--- config.mk ---
export PLATFORM = sky130hd
export DESIGN_NAME = sctl_regfile
export DESIGN_NICKNAME = d
export VERILOG_FILES = /design/src/rtl/sctl_pkg.sv /design/src/rtl/sctl_match.sv /design/src/rtl/sctl_wdec.sv /design/src/rtl/sctl_field.sv /design/src/rtl/sctl_rdmux.sv /design/src/rtl/sctl_regfile.sv
export SDC_FILE = /design/constraint.sdc
export NUM_CORES = 1
export LEC_CHECK = 0
export ABC_AREA = 1
export CAP_MARGIN = 40
export CORE_MARGIN = 2
export CORE_UTILIZATION = 60
export CTS_BUF_LIST = sky130_fd_sc_hd__clkbuf_2 sky130_fd_sc_hd__clkbuf_4 sky130_fd_sc_hd__clkbuf_8
export CTS_CLUSTER_DIAMETER = 40
export DETAILED_ROUTE_END_ITERATION = 10
export DONT_BUFFER_PORTS = 1
export PLACE_DENSITY = 0.79
export SLEW_MARGIN = 20
export SYNTH_ARGS = -nofsm -noshare
export SYNTH_HDL_FRONTEND = slang
export SYNTH_SLANG_ARGS = --single-unit
export TNS_END_PERCENT = 1
--- constraint.sdc ---
create_clock -name clk -period 1.59 [get_ports clk]
set_input_delay 0.477 -clock clk [delete_from_list [all_inputs] [get_ports clk]]
set_output_delay 0.477 -clock clk [all_outputs]
set_load 0.05 [all_outputs]
--- src/rtl/sctl_pkg.sv ---
package sctl_pkg;
   // register slots; slot 0 is unmapped
   localparam int A_ID    = 1;
   localparam int A_CFG   = 2;
   localparam int A_PWR   = 3;
   localparam int A_RBANK = 4;
   localparam int A_ROWH  = 5;
   localparam int A_ROWM  = 6;
   localparam int A_ROWL  = 7;
   localparam int A_CCE   = 8;
   localparam int A_CCO   = 9;
   localparam int A_ZCE   = 10;
   localparam int A_ZCO   = 11;
   localparam int NSLOT   = 12;
   localparam int SEL_W   = $clog2(NSLOT);

   typedef logic [7:0] byte_t;
endpackage

--- src/rtl/sctl_match.sv ---
module sctl_match #(
   parameter int ID_W = 6
) (
   input  logic            valid,
   input  logic [ID_W-1:0] tx_id,
   input  logic [ID_W-1:0] own_id,
   output logic            hit
);
   assign hit = valid && (tx_id == own_id);
endmodule

--- src/rtl/sctl_wdec.sv ---
module sctl_wdec
   import sctl_pkg::*;
(
   input  logic             hit,
   input  logic             wr,
   input  logic [7:0]       addr,
   output logic [NSLOT-1:0] we
);
   for (genvar a = 0; a < NSLOT; a++) begin : g_slot
      assign we[a] = hit && wr && (addr == 8'(a));
   end
endmodule

--- src/rtl/sctl_field.sv ---
module sctl_field #(
   parameter int W = 8
) (
   input  logic         clk,
   input  logic         rst_n,
   input  logic         we,
   input  logic [W-1:0] d,
   output logic [W-1:0] q
);
   if (W < 1 || W > 8) begin : g_bad_w
      $error("sctl_field: W must be 1..8");
   end

   always_ff @(posedge clk) begin
      if (!rst_n)  q <= '0;
      else if (we) q <= d;
   end
endmodule

--- src/rtl/sctl_rdmux.sv ---
module sctl_rdmux
   import sctl_pkg::*;
(
   input  byte_t [NSLOT-1:0] img,
   input  logic  [7:0]       addr,
   output byte_t             rd
);
   always_comb begin
      rd = 8'h00;
      if (addr < 8'(NSLOT)) rd = img[addr[SEL_W-1:0]];
   end
endmodule

--- src/rtl/sctl_regfile.sv ---
module sctl_regfile
   import sctl_pkg::*;
#(
   parameter int ID_W   = 6,
   parameter int LANE_W = 2,
   parameter int BANK_W = 4,
   parameter int MBR_W  = 3,
   parameter int ROW_W  = 20,
   parameter int CAL_W  = 6
) (
   input  logic              clk,
   input  logic              rst_n,
   input  logic              req_valid,
   input  logic [ID_W-1:0]   req_id,
   input  logic [7:0]        req_addr,
   input  logic              req_wr,
   input  logic [7:0]        req_wdata,
   input  logic              pdn_cmd,
   input  logic              init_id_we,
   input  logic [ID_W-1:0]   init_id,
   output logic              rsp_valid,
   output logic [7:0]        rsp_rdata,
   output logic [ID_W-1:0]   dev_id,
   output logic              pwr_active,
   output logic [LANE_W-1:0] cfg_lanes,
   output logic              cfg_serial_load,
   output logic [BANK_W-1:0] rf_bank,
   output logic [MBR_W-1:0]  rf_mbr,
   output logic [ROW_W-1:0]  rf_row,
   output logic [CAL_W-1:0]  cc_even,
   output logic [CAL_W-1:0]  cc_odd,
   output logic [CAL_W-1:0]  zc_even,
   output logic [CAL_W-1:0]  zc_odd
);
   localparam int ROWH_W = ROW_W - 16;

   if (ID_W < 1 || ID_W > 8)     begin : g_chk_id   $error("ID_W must be 1..8");   end
   if (LANE_W < 1 || LANE_W > 4) begin : g_chk_lane $error("LANE_W must be 1..4"); end
   if (BANK_W < 1 || BANK_W > 4) begin : g_chk_bank $error("BANK_W must be 1..4"); end
   if (MBR_W < 1 || MBR_W > 3)   begin : g_chk_mbr  $error("MBR_W must be 1..3");  end
   if (ROWH_W < 1 || ROWH_W > 8) begin : g_chk_row  $error("ROW_W must be 17..24"); end
   if (CAL_W < 1 || CAL_W > 8)   begin : g_chk_cal  $error("CAL_W must be 1..8");  end

   logic             hit;
   logic [NSLOT-1:0] we;
   logic [ID_W-1:0]  id_q;
   logic             act_q;
   byte_t            rd_byte;
   byte_t [NSLOT-1:0] img;
   logic [3:0][CAL_W-1:0] cal_q;

   sctl_match #(.ID_W(ID_W)) u_match (
      .valid(req_valid), .tx_id(req_id), .own_id(id_q), .hit(hit)
   );

   sctl_wdec u_wdec (.hit(hit), .wr(req_wr), .addr(req_addr), .we(we));

   // device ID: loaded only from the initialization port
   always_ff @(posedge clk) begin
      if (!rst_n)          id_q <= '0;
      else if (init_id_we) id_q <= init_id;
   end

   // power state: powerdown command beats a wake write
   always_ff @(posedge clk) begin
      if (!rst_n)                       act_q <= 1'b0;
      else if (pdn_cmd)                 act_q <= 1'b0;
      else if (we[A_PWR] && req_wdata[0]) act_q <= 1'b1;
   end

   sctl_field #(.W(LANE_W)) u_lanes (
      .clk(clk), .rst_n(rst_n), .we(we[A_CFG]),
      .d(req_wdata[LANE_W-1:0]), .q(cfg_lanes));
   sctl_field #(.W(1)) u_sload (
      .clk(clk), .rst_n(rst_n), .we(we[A_CFG]),
      .d(req_wdata[4]), .q(cfg_serial_load));
   sctl_field #(.W(BANK_W)) u_bank (
      .clk(clk), .rst_n(rst_n), .we(we[A_RBANK]),
      .d(req_wdata[BANK_W-1:0]), .q(rf_bank));
   sctl_field #(.W(MBR_W)) u_mbr (
      .clk(clk), .rst_n(rst_n), .we(we[A_RBANK]),
      .d(req_wdata[4 +: MBR_W]), .q(rf_mbr));

   // row bytes: k=0 low, k=1 middle, k=2 high (partial)
   for (genvar k = 0; k < 3; k++) begin : g_row
      localparam int W = (k == 2) ? ROWH_W : 8;
      sctl_field #(.W(W)) u_rowb (
         .clk(clk), .rst_n(rst_n), .we(we[A_ROWL-k]),
         .d(req_wdata[W-1:0]), .q(rf_row[8*k +: W]));
   end

   // calibration: current even/odd, impedance even/odd
   for (genvar c = 0; c < 4; c++) begin : g_cal
      sctl_field #(.W(CAL_W)) u_cal (
         .clk(clk), .rst_n(rst_n), .we(we[A_CCE+c]),
         .d(req_wdata[CAL_W-1:0]), .q(cal_q[c]));
   end

   assign cc_even    = cal_q[0];
   assign cc_odd     = cal_q[1];
   assign zc_even    = cal_q[2];
   assign zc_odd     = cal_q[3];
   assign dev_id     = id_q;
   assign pwr_active = act_q;

   always_comb begin
      img          = '0;
      img[A_ID]    = 8'(id_q);
      img[A_CFG]   = 8'(cfg_lanes) | (8'(cfg_serial_load) << 4);
      img[A_PWR]   = {6'b0, act_q, 1'b0};
      img[A_RBANK] = 8'(rf_bank) | (8'(rf_mbr) << 4);
      img[A_ROWH]  = 8'(rf_row[ROW_W-1:16]);
      img[A_ROWM]  = rf_row[15:8];
      img[A_ROWL]  = rf_row[7:0];
      img[A_CCE]   = 8'(cal_q[0]);
      img[A_CCO]   = 8'(cal_q[1]);
      img[A_ZCE]   = 8'(cal_q[2]);
      img[A_ZCO]   = 8'(cal_q[3]);
   end

   sctl_rdmux u_rdmux (.img(img), .addr(req_addr), .rd(rd_byte));

   always_ff @(posedge clk) begin
      if (!rst_n) begin
         rsp_valid <= 1'b0;
         rsp_rdata <= 8'h00;
      end else begin
         rsp_valid <= hit && !req_wr;
         if (hit && !req_wr) rsp_rdata <= rd_byte;
      end
   end
endmodule

==> summary.md <==
| Metric | Value |
|---|---|
| Status | `finished clean` |
| R2R Setup Slk | `between 0.05 and 0.06 ns` |
| DRC Markers | `0` |
| Worst min path class | `input pin to register` |
| Fmax | `651 MHz` |
| Post-route clock period utilization | `a little over nine tenths` |
| Largest net degree at the start of global routing | `63` |
| Uppermost layer routed | `met4` |
| Final Hold Fails | `0` |
| Remaining Overflow, GRT | `0` |
| FF+latch count, synth | `70` |
| Power per cell area | `773 nW/µm²` |
| # rows | `28` |
| Leakage | `approximately 2.5 nW` |
| Yosys cell types | `28` |
| Max-cap violations | `0` |
| CP max stage cell | `dfxtp_4` |
| Vias in the first global route | `around 3800` |
| Total power | `3.64 mW` |
| Hold slack | `0.234 ns` |
| Finished Core Util | `79.0%` |
| Routed wl met2 | `around 5.3 mm` |
| Root buffer cell | `clkbuf_8` |
| R2R depth | `11` |
| ANT cells | `0` |
| Starting Density | `a little over three fifths` |
| Total CTS buffers | `9` |
| Element type at the critical path start | `register` |
| Worst EP required | `1.84 ns` |
| Min Tclk post-route | `1.54 ns` |
| Critical Path Fanout Max | `9` |
| DP Wirelength | `8.04 mm` |
| Reg area | `~1400 µm²` |
| Clk_skew | `0.00655 ns` |
| Die area | `6860 µm²` |
| Layout area overhead | `26.2%` |
| Hold EP | `g_row[0].u_rowb.q[7]$_SDFFE_PN0P_` |
| Fill count | `450` |
| Hold-critical path depth | `2` |
| WP buf/inv | `3` |
| Reg2reg start | `dev_id[2]$_SDFFE_PN0P_` |
| Worst reg2reg path endpoint | `g_cal[3].u_cal.q[2]$_SDFFE_PN0P_` |
| Io pins | `~100` |
| Seq/Total Area, Yosys | `about 38%` |
| H-tree depth | `3` |
| Crit-path cells | `inv_2 -> nand2_1 -> nand2_1 -> nor2_2 -> nand2_2 -> nor2_4 -> buf_4 -> buf_12 -> nand3_2 -> nor2_1 -> nor2_1` |
| Clk slew on worst S/H paths | `~0.08 ns` |
| Number of routed nets with antenna violations | `0` |
| Hold path start | `rst_n` |
| First-pass GRT wire length | `between 15 and 20 mm` |
| Syn. warnings | `0` |
| Setup TNS | `0 ns` |
| Finished Cell Area | `between 4000 and 5000 µm²` |
| Placed Area | `approximately 4400 µm²` |
| WL met3 | `just over 800 µm` |
| TritonRoute pass-1 iters | `5` |
| Fraction of final layout cells with drive strength greater than 1 | `20.5%` |
| Final setup violation count | `0` |
| CP endpoint kind | `register` |
| Least-Margin Pin Slew | `around 0.55 ns` |
| Clk buf depth | `2` |
| Total clock sinks | `70` |
| Place WS | `-0.176 ns` |
| Arrival time at the worst endpoint | `1.79 ns` |
| DIE WIDTH | `82.8 µm` |
| Core Area | `slightly below 6000 µm²` |
| Setup ws final | `0.0532 ns` |
| Vias/cell | `5.18` |
| WL per Instance | `between 10 and 15 µm` |
| Nets | `about 730` |
| Critical Path Max Stage Delay | `between 0.3 and 0.4 ns` |
| Setup CP Type | `register to register` |
| Multi-input gate area | `approximately 1900 µm²` |
| Port Buffers | `0` |
| Post-Route M1 WL | `around 4.5 mm` |
| Hold buffers post-CTS | `0` |
| Maximum vdd ir drop | `between 0.5 and 0.6 mV` |
| CP delay by family, top | `simple AND/OR/NAND/NOR gates` |
| Initial antenna violation count | `0` |
| CTS tree | `built` |
| Placed Instances | `around 760` |
| Mapped Cells | `roughly 620` |
| Worst-Skew Late Latency | `roughly 0.35 ns` |
| Final Non-Filler Cells | `~780` |
| Post-synth ARST share | `0%` |
| Max-slew violations | `0` |
| Top FF cell, synth | `dfxtp_1` |
| Die Height | `slightly above 80 µm` |
| Net Count, Synth | `between 600 and 700` |
| Final wirelength | `11.0 mm` |
| DRT iter0 DRCs | `around 260` |
| Post-Syn Area | `3730 µm²` |
| Avg Cell Area, Syn | `about 6 µm²` |
| GPL Wtd Cong | `around 0.9` |
| All-layer global routing usage | `a little under a third` |
| RSZ-0062 raised after global routing | `yes` |
| Number of flops mapped to enable cells by yosys | `0` |
| Slew margin rel. | `63.2%` |
| DR vias | `roughly 4000` |
==> layout by cell type, fill, tap and decap left out, types with 2 or more instances in the layout <==
cell,instances
nand2_1,186
nor2_1,156
inv_1,80
buf_4,80
dfxtp_1,64
a21oi_1,27
nand3_1,20
o21ai_0,10
clkbuf_8,9
inv_2,7
nor2_2,7
buf_6,7
nand4_1,6
nor3_1,5
nand3_2,5
nor3_2,4
nand3_4,3
dfxtp_2,3
dfxtp_4,3
nand2_2,2
nor2_4,2
clkinv_2,2
bufinv_16,2
buf_12,2
buf_8,2
==> sequential cells by signal (all words and copies together), names as in the netlist <==
register / flops
pwr_active: 1
g_cal.u_cal.q: 24
u_lanes.q: 2
rsp_valid: 1
u_mbr.q: 3
g_row.u_rowb.q: 20
rsp_rdata: 8
u_bank.q: 4
dev_id: 6
u_sload.q: 1
==> final cells by class <==
| class | instances | share of cell area, % |
|---|---|---|
| inverters | 88 | 7.02 |
| well taps | 75 | 1.99 |
| multi-input cells | 439 | 40.3 |
| clock inverters | 6 | 1.83 |
| repair buffers | 91 | 15.9 |
| clock buffers | 10 | 2.79 |
| flip-flops and latches | 70 | 30.1 |
==> cell families (layout without fill, tap and decap cells) <==
logic type	Yosys count	count (layout)	share of synthesized area (%)
AND/OR/NAND/NOR	398	399	44.0
buffers and inverters	116	195	12.8
AO/OA/AOI/OAI	39	39	5.40
flip-flops	70	70	37.6
XOR/XNOR	1	1	0.235
==> Yosys cell counts (3+ instances only) <==
cell type,n,area [µm²]
nand2_1,186,698
nor2_1,161,604
inv_1,80,300
dfxtp_1,70,1400
a21oi_1,27,135
nand3_1,21,105
buf_2,16,80.1
o21ai_0,10,50.1
inv_2,7,26.3
clkbuf_1,6,22.5
nand4_1,6,37.5
nor3_1,6,30.0
nand3_2,5,50.1
nor3_2,3,30.0
==> what timing repair did <==
action	4_1_cts	5_1_grt
setup buffers	2	1
gates cloned	0	1
gates resized for setup	0	21
endpoints found under the setup margin	40	56
pin swaps	1	2
==> report_power, final <==
group	internal, mW	switching, mW	total, mW
sequential	1.76	0.0130	1.78
combinational	0.0894	0.162	0.251
clock	0.898	0.712	1.61
==> layer usage <==
layer  GRT usage [%]  vias up
li1                -     2025
met1            37.1     1779
met2            52.0      186
met3            8.45       42
met4            15.9        0
met5               0        -
==> worst reg2reg max path, delay by kind of cell, from the launching register on <==
kind	cells	cell delay, ns
flops	1	0.38
buf+inv	3	0.32
simple gates	8	0.74
==> how the worst max path moves through the flow <==
stage	from	end	slack (ns)	cells after the start
6_report	dev_id[2]$_SDFFE_PN0P_	g_cal[3].u_cal.q[2]$_SDFFE_PN0P_	0.05	11
5_1_grt	dev_id[5]$_SDFFE_PN0P_	g_cal[3].u_cal.q[0]$_SDFFE_PN0P_	-0.10	11
4_1_cts	dev_id[1]$_SDFFE_PN0P_	g_cal[3].u_cal.q[4]$_SDFFE_PN0P_	0.03	11
3_5_place_dp	req_id[2]	g_cal[3].u_cal.q[4]$_SDFFE_PN0P_	-0.18	8
3_3_place_gp	req_id[2]	g_cal[3].u_cal.q[5]$_SDFFE_PN0P_	-0.07	8
2_1_floorplan	dev_id[1]$_SDFFE_PN0P_	g_cal[3].u_cal.q[0]$_SDFFE_PN0P_	-0.01	11
No activity file was read; power rests on OpenSTA's default activity.
